[src/rtl/haf_pkg.sv]
package haf_pkg;
  localparam int unsigned OCTET_W = 8;
  localparam int unsigned NUM_REGS = 4;
  localparam int unsigned SEL_W = $clog2(NUM_REGS);

  typedef logic [OCTET_W-1:0] octet_t;

  typedef enum logic [SEL_W-1:0] {
    SEL_HI_PRI = 2'd0,
    SEL_HI_SEC = 2'd1,
    SEL_LO_PRI = 2'd2,
    SEL_LO_SEC = 2'd3
  } reg_sel_e;
endpackage

[src/rtl/haf_regbank.sv]
module haf_regbank
  import haf_pkg::*;
#(
  parameter int unsigned W = OCTET_W,
  parameter int unsigned N = NUM_REGS,
  localparam int unsigned AW = $clog2(N)
) (
  input  logic          clk,
  input  logic          rst_n,
  input  logic          we,
  input  logic [AW-1:0] addr,
  input  logic [W-1:0]  wdata,
  output logic [W-1:0]  rdata,
  output logic [W-1:0]  regs_o [N]
);
  logic [W-1:0] regs_q [N];
  logic [W-1:0] regs_d [N];
  logic [N-1:0] reg_en;

  for (genvar g = 0; g < N; g++) begin : g_reg
    always_comb begin
      reg_en[g] = we && (addr == AW'(g));
      regs_d[g] = wdata;
    end

    always_ff @(posedge clk or negedge rst_n) begin
      if (!rst_n) begin
        regs_q[g] <= '0;
      end else if (reg_en[g]) begin
        regs_q[g] <= regs_d[g];
      end
    end

    assign regs_o[g] = regs_q[g];
  end

  assign rdata = regs_q[addr];


  readback_chk: assert property (@(posedge clk) disable iff (!rst_n)
    ($past(we) && addr == $past(addr)) |-> rdata == $past(wdata));
endmodule

[src/rtl/haf_octet_match.sv]
module haf_octet_match
  import haf_pkg::*;
#(
  parameter int unsigned W = OCTET_W,
  parameter logic [W-1:0] GROUP = '1,
  parameter logic [W-1:0] GROUP_DC = '0
) (
  input  logic         clk,
  input  logic         rst_n,
  input  logic         mask_mode,
  input  logic [W-1:0] octet,
  input  logic [W-1:0] ref_pri,
  input  logic [W-1:0] ref_sec,
  output logic         hit
);
  logic grp_hit;
  logic pri_hit;
  logic sec_hit;
  logic [W-1:0] care;

  always_comb begin
    grp_hit = ((octet ^ GROUP) & ~GROUP_DC) == '0;
    care    = mask_mode ? ~ref_sec : '1;
    pri_hit = ((octet ^ ref_pri) & care) == '0;
    sec_hit = !mask_mode && (octet == ref_sec);
    hit     = grp_hit || pri_hit || sec_hit;
  end


  list_mode_chk: assert property (@(posedge clk) disable iff (!rst_n)
    (!mask_mode && (octet == ref_pri || octet == ref_sec)) |-> hit);


  full_mask_chk: assert property (@(posedge clk) disable iff (!rst_n)
    (mask_mode && ref_sec == '1) |-> hit);
endmodule

[src/rtl/haf_frame_seq.sv]
module haf_frame_seq (
  input  logic clk,
  input  logic rst_n,
  input  logic rx_start,
  input  logic rx_byte_vld,
  input  logic rx_end,
  input  logic two_byte,
  input  logic hi_hit,
  input  logic lo_hit,
  output logic res_vld,
  output logic res_accept
);
  logic act_q, act_d;
  logic got_hi_q, got_hi_d;
  logic hi_ok_q, hi_ok_d;
  logic vld_q, vld_d;
  logic acc_q, acc_d;
  logic live;

  always_comb begin
    act_d    = act_q;
    got_hi_d = got_hi_q;
    hi_ok_d  = hi_ok_q;
    vld_d    = 1'b0;
    acc_d    = acc_q;
    if (rx_start) begin
      act_d    = 1'b1;
      got_hi_d = 1'b0;
      hi_ok_d  = 1'b0;
    end
    live = act_d;
    if (live && rx_byte_vld) begin
      if (two_byte && !got_hi_d) begin
        got_hi_d = 1'b1;
        hi_ok_d  = hi_hit;
      end else begin
        vld_d = 1'b1;
        acc_d = two_byte ? (hi_ok_d && lo_hit) : lo_hit;
        act_d = 1'b0;
      end
    end
    if (act_d && rx_end) begin
      vld_d = 1'b1;
      acc_d = 1'b0;
      act_d = 1'b0;
    end
  end

  always_ff @(posedge clk or negedge rst_n) begin
    if (!rst_n) begin
      act_q    <= 1'b0;
      got_hi_q <= 1'b0;
      hi_ok_q  <= 1'b0;
      vld_q    <= 1'b0;
      acc_q    <= 1'b0;
    end else begin
      act_q    <= act_d;
      got_hi_q <= got_hi_d;
      hi_ok_q  <= hi_ok_d;
      vld_q    <= vld_d;
      acc_q    <= acc_d;
    end
  end

  assign res_vld    = vld_q;
  assign res_accept = acc_q;


  early_end_chk: assert property (@(posedge clk) disable iff (!rst_n)
    (act_q && rx_end && !rx_start && !rx_byte_vld) |=> (res_vld && !res_accept));


  idle_quiet_chk: assert property (@(posedge clk) disable iff (!rst_n)
    (!act_q && !rx_start) |=> !res_vld);


  done_idle_chk: assert property (@(posedge clk) disable iff (!rst_n)
    res_vld |-> !act_q);


  accept_hold_chk: assert property (@(posedge clk) disable iff (!rst_n)
    !res_vld |-> $stable(res_accept));
endmodule

[src/rtl/hdlc_addr_filter.sv]
module hdlc_addr_filter
  import haf_pkg::*;
#(
  parameter int unsigned W = OCTET_W,
  parameter logic [W-1:0] HI_GROUP = 8'hFC,
  parameter logic [W-1:0] HI_GROUP_DC = 8'h02,
  parameter logic [W-1:0] LO_GROUP = 8'hFF,
  parameter logic [W-1:0] LO_GROUP_DC = 8'h00,
  localparam int unsigned N = NUM_REGS,
  localparam int unsigned AW = $clog2(N)
) (
  input  logic          clk,
  input  logic          rst_n,
  input  logic          cfg_we,
  input  logic [AW-1:0] cfg_addr,
  input  logic [W-1:0]  cfg_wdata,
  output logic [W-1:0]  cfg_rdata,
  input  logic          mask_hi,
  input  logic          mask_lo,
  input  logic          two_byte,
  input  logic          rx_start,
  input  logic          rx_byte_vld,
  input  logic [W-1:0]  rx_byte,
  input  logic          rx_end,
  output logic          res_vld,
  output logic          res_accept
);
  logic [W-1:0] regs [N];
  logic [1:0]   hits;
  logic [1:0]   modes;

  assign modes = {mask_lo, mask_hi};

  haf_regbank #(.W(W), .N(N)) u_regs (
    .clk   (clk),
    .rst_n (rst_n),
    .we    (cfg_we),
    .addr  (cfg_addr),
    .wdata (cfg_wdata),
    .rdata (cfg_rdata),
    .regs_o(regs)
  );

  for (genvar g = 0; g < 2; g++) begin : g_cmp
    localparam logic [W-1:0] GRP = (g == 0) ? HI_GROUP : LO_GROUP;
    localparam logic [W-1:0] GDC = (g == 0) ? HI_GROUP_DC : LO_GROUP_DC;
    haf_octet_match #(.W(W), .GROUP(GRP), .GROUP_DC(GDC)) u_cmp (
      .clk      (clk),
      .rst_n    (rst_n),
      .mask_mode(modes[g]),
      .octet    (rx_byte),
      .ref_pri  (regs[2*g]),
      .ref_sec  (regs[2*g+1]),
      .hit      (hits[g])
    );
  end

  haf_frame_seq u_seq (
    .clk        (clk),
    .rst_n      (rst_n),
    .rx_start   (rx_start),
    .rx_byte_vld(rx_byte_vld),
    .rx_end     (rx_end),
    .two_byte   (two_byte),
    .hi_hit     (hits[0]),
    .lo_hit     (hits[1]),
    .res_vld    (res_vld),
    .res_accept (res_accept)
  );
endmodule

[config.mk]
export PLATFORM = sky130hd
export DESIGN_NAME = hdlc_addr_filter
export DESIGN_NICKNAME = d
export VERILOG_FILES = /design/src/rtl/haf_pkg.sv /design/src/rtl/haf_regbank.sv /design/src/rtl/haf_octet_match.sv /design/src/rtl/haf_frame_seq.sv /design/src/rtl/hdlc_addr_filter.sv
export SDC_FILE = /design/constraint.sdc
export NUM_CORES = 1
export LEC_CHECK = 0
export BUFFER_PORTS_ARGS = -buffer_cell sky130_fd_sc_hd__buf_2
export CORE_ASPECT_RATIO = 1.75
export CORE_UTILIZATION = 40
export DETAILED_ROUTE_END_ITERATION = 10
export PLACE_DENSITY = 0.71
export RECOVER_POWER = 25
export SLEW_MARGIN = 20
export SYNTH_ARGS = -nofsm -noshare
export SYNTH_HDL_FRONTEND = slang
export SYNTH_SLANG_ARGS = --single-unit
export TNS_END_PERCENT = 10
[constraint.sdc]
create_clock -name clk -period 1.9 [get_ports clk]
set_input_delay 0 -clock clk [delete_from_list [all_inputs] [get_ports clk]]
set_output_delay 0 -clock clk [all_outputs]
set_load 0.005 [all_outputs]
==> impl_metrics.csv, run 1 <==
group,metric,value,unit
yosys,synth_top_area_frac,0.428,
yosys,synth_seq_area_share,0.428,
die,rows,35,
clock_tree,clock-sinks,37,
timing,setup_viol,0,
power,p_comb_frac,0.274,
hold_path,worstHoldStart,"cfg_wdata[1]",
power,leakagePower,0.00102,µW
routing,viasPerCell,5.78,
yosys,synth_area_leaders,"dfrtp_1 (43%), mux2_2 (17%), xnor2_1 (10%)",
clock_tree,clock_path_buffers,2,
global_routing,grt-ovfl-total,0,
hold_path,hold_path_end,"u_regs.regs_o[1]$_DFFE_PN0P_",
timing,final_max_slew_viol_count,0,
cells_and_area,final_area,2480,µm²
place,preCtsSetupSlack,284,ps
global_routing,grt_usage,0.185,
yosys,synth_edf_count,0,
critical_path,worst_ep_required_time,2120,ps
yosys,ys_ff_latch,37,
cells_and_area,nNetsFinal,250,
routing,wirelength,4.93,mm
cells_and_area,area_delta_synth_final,14.9,%
yosys,synth_top_area_cell,"dfrtp_1",
critical_path,worstPathArrival,1880,ps
critical_path,reg2reg_to,"u_seq.hi_ok_q$_DFF_PN0_",
clock_tree,clkLatencyLatePin,290,ps
clock_tree,cts_tree,"done",
global_routing,grt_pass1_vias,1615,
routing,wire_per_inst,17.7,µm
timing,finalHoldViolCount,0,
timing,fin_crit,1660,ps
critical_path,crit_start,"u_regs.regs_o[24]$_DFFE_PN0P_",
cells_and_area,n_antenna_cell,0,
place,hpwl,3.69,mm
routing,antenna_left,0,
die,io_pins,37,
power,p_switching,654,µW
routing,drt-initial-drc-count,34,
power,swShare,0.294,
place,gp_congestion,0.916,
routing,first_pass_iters,7,
routing,drc_errors,2,
routing,vias,1607,
critical_path,end_kind,"flip-flop",
yosys,synth.distinct_cells,31,
critical_path,reg2reg_depth,5,
critical_path,crit_path_start_kind,"flip-flop",
power,clkPwrFrac,0.244,
run,cap_violations,0,
hold_path,holdPathStages,2,
yosys,avgSynthCellArea,11.8,µm²
cells_and_area,fillers,496,
yosys,synthTopCellsByCount,"dfrtp_1 (37), mux2_2 (32), xnor2_1 (25), a21oi_1 (20), nand2_1 (9)",
clock_tree,clock-root-buffer,"clkbuf_8",
critical_path,crit_fanout,3,
power,power_density,895,nW/µm²
timing,rsz0062_at_grt,"no",
critical_path,crit_type,"reg -> reg",
yosys,async_reset_ff_frac,1.00,
timing,tightest_slew,943,ps
global_routing,antenna_found_initial,0,
die,die_area,5720,µm²
timing,fmax,0.603,GHz
die,die_h,99.3,µm
power,intPower,1570,µW
die,coreArea,5260,µm²
place,postPlaceCellArea,2340,µm²
timing,relSlewSlack,0.371,
status,violations,"design-rule violations",
power,vdd_drop_max,0.000437,V
clock_tree,numCtsBuffers,5,
timing,setup_tns,0,ps
yosys,yosysMostFrequentCell,"dfrtp_1",
place,port_buffers,36,
critical_path,crit-reg2reg-launch,"u_regs.regs_o[24]$_DFFE_PN0P_",
power,power.share.sequential,0.482,
timing,finalCritPeriodShare,0.873,
clock_tree,ctsHtreeMaxLevel,2,
timing,fin_hold_ws,0.552,ps
yosys,synthCells,184,
global_routing,grt_max_degree,38,
critical_path,rrSetupSlack,240,ps
status,outcome,"complete, but fails checks",
yosys,ys_warn_count,0,
timing,setup_ws,242,ps
die,die_x,57.6,µm
clock_tree,cts.clk_slew.worst_paths,70,ps
timing,finalClockSkew,4.63,ps
yosys,synthFlopType,"dfrtp_1",
yosys,synth_fp_nets,211,
cells_and_area,layout-drive-gt1-share,0.368,
clock_tree,cts_setup_buffers,0,
hold_path,hp-class,"in -> reg",
die,start_util,0.412,
global_routing,grt_pass1_wl,7.83,mm
yosys,synth_area,2160,µm²
-- area by class of cell --
class | count | area, µm² | area share
clock buffers | 7 | 86.3 | 0.0347
flip-flops and latches | 37 | 926 | 0.373
inverters | 3 | 11.3 | 0.00453
repair buffers | 44 | 253 | 0.102
well taps | 55 | 68.8 | 0.0277
multi-input cells | 132 | 1140 | 0.459
-- logic make-up (layout without fill, tap and decap cells) --
logic type,after synthesis,in the layout,synth area share
xor gates and xnor gates,28,28,0.117
buffers and inverters,15,54,0.0428
DFF,37,37,0.428
and+or+nand+nor,34,34,0.0850
AOI/OAI and AO/OA,30,30,0.0775
muxes,40,40,0.250
-- registers in the layout, summed over array words and instances, names as in the netlist --
register and count:
u_seq.res_vld 1, u_seq.hi_ok_q 1, u_regs.regs_o 32, u_seq.act_q 1, u_seq.res_accept 1, u_seq.got_hi_q 1
-- worst max-delay path, cell delays in order, from the launching register on --
cell and delay, ps:
dfrtp_1 410, xnor2_1 160, a21oi_1 70, or4_1 500, nor4_1 290, o21a_1 170
-- stage by stage --
step                total power [µW]  cells   util
floorplan                       1490    184      -
global placement                1670    264  0.445
detailed placement              1690    264  0.445
CTS                             2240    278  0.475
global route                    2340    278  0.473
finish                          2230    278  0.473
-- timing repair --
item,in CTS,in global routing
gates resized for setup,0,0
hold buffers,7,0
endpoints found under the hold margin,57,0
setup endpoints to repair,0,0
-- worst max path at each step --
stage | end | slack (ps) | cells past startpoint
2_1_floorplan | u_seq.hi_ok_q$_DFF_PN0_ | 350 | 5
3_3_place_gp | u_seq.hi_ok_q$_DFF_PN0_ | 320 | 5
3_5_place_dp | u_seq.hi_ok_q$_DFF_PN0_ | 280 | 5
4_1_cts | u_seq.hi_ok_q$_DFF_PN0_ | 250 | 5
5_1_grt | u_seq.hi_ok_q$_DFF_PN0_ | 120 | 5
6_report | u_seq.hi_ok_q$_DFF_PN0_ | 240 | 5
-- cells in the final DEF, fill, tap and decap left out, drive strengths merged, types with 3 or more instances in the layout --
master / count
dfrtp: 37
buf: 34
mux2: 32
xnor2: 26
a21oi: 20
clkbuf: 10
nand2: 9
mux4: 8
dlygate4sd3: 7
nor2: 4
o21ai: 4
nor4: 4
nor3: 3
nand3: 3
nand4: 3
inv: 3
-- per-layer routing --
layer,track usage,share of wire,vias to the layer above
met5,0,0,-
met4,0.0976,0.032,0
met2,0.335,0.56,45
met3,0.0286,0.041,12
met1,0.201,0.37,811
li1,-,-,739
-- power groups by stage --
stage	logic, µW	clock network, µW	registers (µW)
6_report	609	544	1070
5_1_grt	667	584	1090
4_1_cts	616	554	1070
3_5_place_dp	601	0	1090
2_1_floorplan	444	0	1040
3_3_place_gp	594	0	1080
(Power assumes the default switching activity.)
==> inputs of run 2 (changes only) <==
- ABC_AREA: not set -> 1
==> run 2 against run 1 <==
  * The run now ends clean
  * Total power shrank 3.3%
  * Sequential share of layout area shrank 2.7 points
  * Fmax grew 16%
  * Combinational power shrank 8.0%
  * Largest cell class unchanged
  * Largest power group unchanged
  * Highest routed layer unchanged
==> impl_metrics.csv, run 2 <==
group,metric,value,unit
run,cap_violations,0,
timing,setup_viol,0,
yosys,synth_area_leaders,"dfrtp_1 (38%), nand2_1 (21%), o21ai_2 (8.7%)",
timing,finalCritPeriodShare,0.753,
cells_and_area,final_cell_mix,"nand2_1 (137), inv_1 (38), dfrtp_1 (37)",
global_routing,grt_max_degree,38,
timing,rsz0062_at_grt,"no",
critical_path,crit_fanout,9,
die,die_h,105,µm
yosys,yosys-mux-area-fraction,0,
yosys,synth_seq_area_share,0.384,
global_routing,antenna_found_initial,0,
yosys,synthCells,338,
yosys,synth_edf_count,0,
hold_path,holdPathStages,3,
routing,drt-initial-drc-count,100,
clock_tree,cts_tree,"done",
yosys,synthSimpleGateAreaFrac,0.332,
place,hpwl,4.59,mm
cells_and_area,largest_reg_flops,32,
routing,antenna_left,0,
clock_tree,clock-root-buffer,"clkbuf_8",
critical_path,crit_chain,"buf_2, inv_1, nor2_1, a22oi_1, o221ai_1, buf_2",
critical_path,worst_ep_required_time,1900,ps
critical_path,critPathTopFamily,"simple AND/OR/NAND/NOR gates",
place,postPlaceCellArea,2630,µm²
timing,fin_crit,1430,ps
die,rows,37,
routing,drc_errors,0,
power,leakagePower,0.00147,µW
routing,wire_per_inst,13.6,µm
routing,first_pass_iters,5,
cells_and_area,layout-drive-gt1-share,0.186,
critical_path,crit_buf_inv,3,
timing,finalClockSkew,7.69,ps
clock_tree,clock_path_buffers,2,
die,start_util,0.413,
routing,wirelength,6.18,mm
clock_tree,ctsHtreeMaxLevel,2,
timing,fin_hold_ws,0.0617,ps
critical_path,crit-reg2reg-launch,"u_seq.act_q$_DFF_PN0_",
cells_and_area,nNetsFinal,404,
critical_path,critical-path-max-stage-delay,680,ps
critical_path,crit_top_cell,"buf_2",
clock_tree,clock-sinks,37,
power,power_density,803,nW/µm²
clock_tree,numCtsBuffers,5,
critical_path,reg2reg_depth,8,
yosys,synth_area,2410,µm²
yosys,ys_warn_count,0,
hold_path,worstHoldStart,"cfg_wdata[0]",
yosys,synth_fp_nets,365,
cells_and_area,final_common_cell,"nand2_1",
yosys,synthTopCellsByCount,"nand2_1 (136), dfrtp_1 (37), inv_1 (37), o21ai_2 (24), nand3_1 (18)",
global_routing,grt_usage,0.212,
cells_and_area,area_delta_synth_final,11.1,%
status,outcome,"complete, no violations",
critical_path,cpMaxStageDelayCell,"nor2_1",
yosys,synth_top_family_by_area,"simple AND/OR/NAND/NOR gates",
yosys,synth_compound_area_frac,0.175,
critical_path,rrSetupSlack,730,ps
critical_path,crit_path_start_kind,"primary input",
yosys,synth_adder_area_share,0,
timing,finalHoldViolCount,0,
critical_path,crit_type,"in -> out",
timing,relSlewSlack,0.404,
die,io_pins,37,
critical_path,reg2reg_to,"u_seq.res_accept$_DFFE_PN0P_",
timing,fmax,0.699,GHz
routing,vias,2252,
place,gp_congestion,0.891,
die,die_area,6350,µm²
yosys,async_reset_ff_frac,1.00,
global_routing,grt-ovfl-total,0,
yosys,ys_ff_latch,37,
yosys,synth_top_area_cell,"dfrtp_1",
hold_path,hp-class,"in -> reg",
timing,tightest_slew,891,ps
clock_tree,clkLatencyLatePin,290,ps
yosys,synth.distinct_cells,27,
hold_path,hold_path_end,"u_regs.regs_o[16]$_DFFE_PN0P_",
place,port_buffers,36,
cells_and_area,final_area,2680,µm²
yosys,synth_xor_area_frac,0.0109,
global_routing,grt_pass1_wl,9.99,mm
routing,viasPerCell,4.95,
global_routing,grt_pass1_vias,2113,
clock_tree,cts.clk_slew.worst_paths,70,ps
yosys,yosysMostFrequentCell,"nand2_1",
cells_and_area,stdcell_count,455,
yosys,synth_top_area_frac,0.384,
yosys,avgSynthCellArea,7.13,µm²
die,die_x,60.7,µm
timing,setup_tns,0,ps
cells_and_area,n_antenna_cell,0,
critical_path,end_kind,"output pin",
timing,final_max_slew_viol_count,0,
die,coreArea,5830,µm²
power,vdd_drop_max,0.000452,V
clock_tree,cts_setup_buffers,0,
critical_path,worstPathArrival,1430,ps
yosys,synthFlopType,"dfrtp_1",
place,dp.cells,445,
run 2: cell types whose count changed after synthesis, moves of 15 or more:
cell / before / now
nand3_1: 3 / 18
xnor2_1: 25 / 1
nand2_1: 9 / 136
mux2_2: 32 / 0
o21ai_2: 0 / 24
inv_1: 3 / 37
run 2: timing repair:
action | 4_1_cts | 5_1_grt
gates resized for setup | 0 | 0
hold buffers | 3 | 0
endpoints found under the hold margin | 41 | 0
run 2: worst min-delay path: stages:
cell     delay [ps]
buf_2            70
inv_1            70
o21ai_2         120
run 2: how the worst max path moves through the flow:
| stage | from | to | slack (ps) | cells past startpoint |
|---|---|---|---|---|
| after global routing | cfg_addr[0] | cfg_rdata[2] | 380 | 6 |
| after detailed placement | u_seq.act_q$_DFF_PN0_ | u_seq.res_accept$_DFFE_PN0P_ | 720 | 8 |
| final | cfg_addr[0] | cfg_rdata[2] | 470 | 6 |
| after CTS | u_regs.regs_o[18]$_DFFE_PN0P_ | cfg_rdata[2] | 610 | 3 |
| after global placement | u_seq.act_q$_DFF_PN0_ | u_seq.res_accept$_DFFE_PN0P_ | 760 | 8 |
| after floorplan | u_seq.act_q$_DFF_PN0_ | u_seq.res_accept$_DFFE_PN0P_ | 820 | 8 |
run 2: metal layers:
| metal | up-vias | routed length (µm) | track usage |
|---|---|---|---|
| met1 | 1046 | 2430 | 0.241 |
| met2 | 47 | 3390 | 0.369 |
| met5 | - | 0 | 0 |
| met4 | 0 | 161 | 0.101 |
| met3 | 10 | 198 | 0.0334 |
| li1 | 1149 | - | - |
run 2: cells by family (layout without fill, tap and decap cells):
group | count (synthesis) | in the layout
DFF | 37 | 37
AOI/OAI and AO/OA | 57 | 57
xor gates and xnor gates | 3 | 3
and+or+nand+nor | 186 | 186
buffers and inverters | 55 | 94
run 2: cell type report:
cell class	instances	area (µm²)
Sequential cell	37	926
Clock buffer	7	86.3
Multi-Input combinational cell	246	1180
Tap cell	78	97.6
Timing Repair Buffer	39	210
Fill cell	654	3150
Inverter	48	181
run 2: stage by stage:
step / worst slack [ps] / total power [µW] / utilization
6_report: 470 / 2150 / 0.459
5_1_grt: 378 / 2290 / 0.459
4_1_cts: 614 / 2210 / 0.471
3_5_place_dp: 724 / 1640 / 0.451
3_3_place_gp: 756 / 1620 / 0.451
2_1_floorplan: 815 / 1440 / -
run 2: report_power, final:
| part | internal [µW] | switching, µW | total (µW) |
|---|---|---|---|
| clock | 288 | 269 | 557 |
| combinational | 227 | 333 | 560 |
| sequential | 905 | 130 | 1030 |
| total | 1420 | 732 | 2150 |
==> inputs of run 3 (changes only) <==
- PLACE_DENSITY: 0.71 -> 0.73
- clock period: 1.9 -> 1.31 ns (I/O delays scaled with it)
==> run 3 against run 2 <==
  * The run now ends with negative hold slack left
  * Setup slack got worse by 420 ps
  * Final cell count increased by 0.66%
  * First-iteration DRC count increased by 2.0%
  * Sequential power rose by 47%
  * Count of clock-buffer cells in the layout stayed put
  * Combinational power increased by 48%
  * Clock power up 45%
  * Flip-flop and latch count did not move
  * Wire length is 2.2% lower
  * Design area up 2.1%
  * Largest cell class unchanged
  * Largest power group unchanged
  * Highest routed layer unchanged
==> impl_metrics.csv, run 3 (synthesis results as in run 2) <==
group,metric,value,unit
critical_path,crit_buf_inv,1,
global_routing,grt_pass1_vias,2215,
power,leakagePower,0.00149,µW
place,postPlaceCellArea,2660,µm²
die,start_util,0.413,
cells_and_area,final_common_cell,"nand2_1",
power,power_density,1150,nW/µm²
hold_path,hp-class,"in -> reg",
cells_and_area,largest_reg_flops,32,
global_routing,antenna_found_initial,0,
cells_and_area,area_delta_synth_final,13.5,%
critical_path,crit_start,"u_regs.regs_o[29]$_DFFE_PN0P_",
critical_path,worst_ep_required_time,1310,ps
global_routing,grt_pass1_wl,10.2,mm
power,p_switching,1070,µW
clock_tree,clkLatencyLatePin,300,ps
status,outcome,"complete, but fails checks",
global_routing,grt_usage,0.218,
hold_path,hold_path_end,"u_regs.regs_o[17]$_DFFE_PN0P_",
die,die_area,6350,µm²
critical_path,end_kind,"output pin",
critical_path,critical-path-max-stage-delay,430,ps
run,cap_violations,0,
hold_path,worstHoldStart,"cfg_wdata[1]",
cells_and_area,final_area,2740,µm²
timing,fin_crit,1260,ps
timing,relSlewSlack,0.393,
cells_and_area,nNetsFinal,407,
die,die_x,60.7,µm
clock_tree,clock-sinks,37,
place,hpwl,4.62,mm
status,violations,"negative hold slack",
clock_tree,clock-root-buffer,"clkbuf_8",
global_routing,grt-ovfl-total,0,
die,io_pins,37,
critical_path,reg2reg_depth,8,
clock_tree,cts.clk_slew.worst_paths,70,ps
timing,fin_hold_ws,-5.68,ps
critical_path,critPathTopFamily,"flip-flops",
power,intPower,2070,µW
global_routing,grt_max_degree,38,
timing,finalCritPeriodShare,0.959,
clock_tree,numCtsBuffers,5,
cells_and_area,final_cell_mix,"nand2_1 (136), inv_1 (37), dfrtp_1 (37)",
critical_path,worstPathArrival,1260,ps
timing,setup_viol,0,
power,p_comb_frac,0.264,
timing,fmax,0.796,GHz
hold_path,holdPathStages,3,
die,coreArea,5830,µm²
timing,tightest_slew,911,ps
die,die_h,105,µm
critical_path,crit_path_start_kind,"flip-flop",
routing,drt-initial-drc-count,102,
routing,vias,2251,
timing,final_max_slew_viol_count,0,
routing,antenna_left,0,
clock_tree,cts_setup_buffers,0,
power,power.share.sequential,0.479,
clock_tree,ctsHtreeMaxLevel,2,
routing,wire_per_inst,13.2,µm
critical_path,crit_type,"reg -> out",
routing,wirelength,6.04,mm
critical_path,reg2reg_to,"u_seq.res_accept$_DFFE_PN0P_",
cells_and_area,fillers,624,
place,gp_congestion,0.923,
critical_path,cpMaxStageDelayCell,"dfrtp_1",
critical_path,crit-reg2reg-launch,"u_seq.act_q$_DFF_PN0_",
power,clkPwrFrac,0.257,
die,rows,37,
critical_path,crit_fanout,4,
routing,first_pass_iters,4,
cells_and_area,layout-drive-gt1-share,0.218,
timing,finalHoldViolCount,3,
power,vdd_drop_max,0.000519,V
timing,setup_ws,53.8,ps
cells_and_area,n_antenna_cell,0,
timing,finalClockSkew,5.65,ps
clock_tree,cts_tree,"done",
place,port_buffers,36,
place,preCtsSetupSlack,97.8,ps
timing,setup_tns,0,ps
critical_path,crit_chain,"a221oi_2, o21ai_1, buf_2",
critical_path,rrSetupSlack,130,ps
routing,drc_errors,0,
clock_tree,clock_path_buffers,2,
routing,viasPerCell,4.91,
power,swShare,0.340,
run 3: cell type report:
class | count | area [µm²] | area share
multi-input combinational | 246 | 1210 | 0.444
sequential | 37 | 926 | 0.338
timing repair buffer | 42 | 230 | 0.0841
inverter | 48 | 181 | 0.0663
tap | 78 | 97.6 | 0.0357
clock buffer | 7 | 86.3 | 0.0316
run 3: layer usage:
layer | vias to the layer above | part of all wire | track usage
met4 | 0 | 0.026 | 0.117
li1 | 1152 | - | -
met2 | 54 | 0.54 | 0.376
met3 | 9 | 0.039 | 0.0396
met1 | 1036 | 0.40 | 0.241
met5 | - | 0 | 0
run 3: tightest hold or removal path: stages:
cell and delay [ps]:
buf_2 70, inv_1 60, o21ai_2 120
run 3: how the worst max path moves through the flow:
| stage | slack, ps | cells past startpoint | to |
|---|---|---|---|
| 2_1_floorplan | 230 | 8 | u_seq.res_accept$_DFFE_PN0P_ |
| 3_3_place_gp | 180 | 8 | u_seq.res_accept$_DFFE_PN0P_ |
| 3_5_place_dp | 100 | 8 | u_seq.res_accept$_DFFE_PN0P_ |
| 4_1_cts | 20 | 5 | cfg_rdata[5] |
| 5_1_grt | -0.2 | 8 | u_seq.res_accept$_DFFE_PN0P_ |
| 6_report | 50 | 3 | cfg_rdata[5] |
run 3: per-stage QoR:
| stage | total power [µW] | hold slack, ps | cells | util |
|---|---|---|---|---|
| after floorplan | 2080 | -296 | 338 | - |
| after global placement | 2350 | 65.8 | 448 | 0.455 |
| after detailed placement | 2380 | 72.3 | 448 | 0.455 |
| after CTS | 3210 | 17.2 | 458 | 0.475 |
| after global routing | 3370 | 9.05 | 458 | 0.469 |
| final | 3150 | -5.68 | 458 | 0.469 |
run 3: power groups by stage:
stage | Clock [µW] | Combinational [µW] | Sequential [µW]
floorplan | 0 | 619 | 1460
global placement | 0 | 838 | 1510
detailed placement | 0 | 862 | 1520
CTS | 837 | 872 | 1500
global route | 875 | 966 | 1530
finish | 809 | 831 | 1510
run 3: repair_timing:
| item | in CTS | in global routing |
|---|---|---|
| setup endpoints to repair | 0 | 2 |
| hold buffers | 3 | 0 |
| hold endpoints to repair | 41 | 0 |
| resized for setup | 0 | 2 |
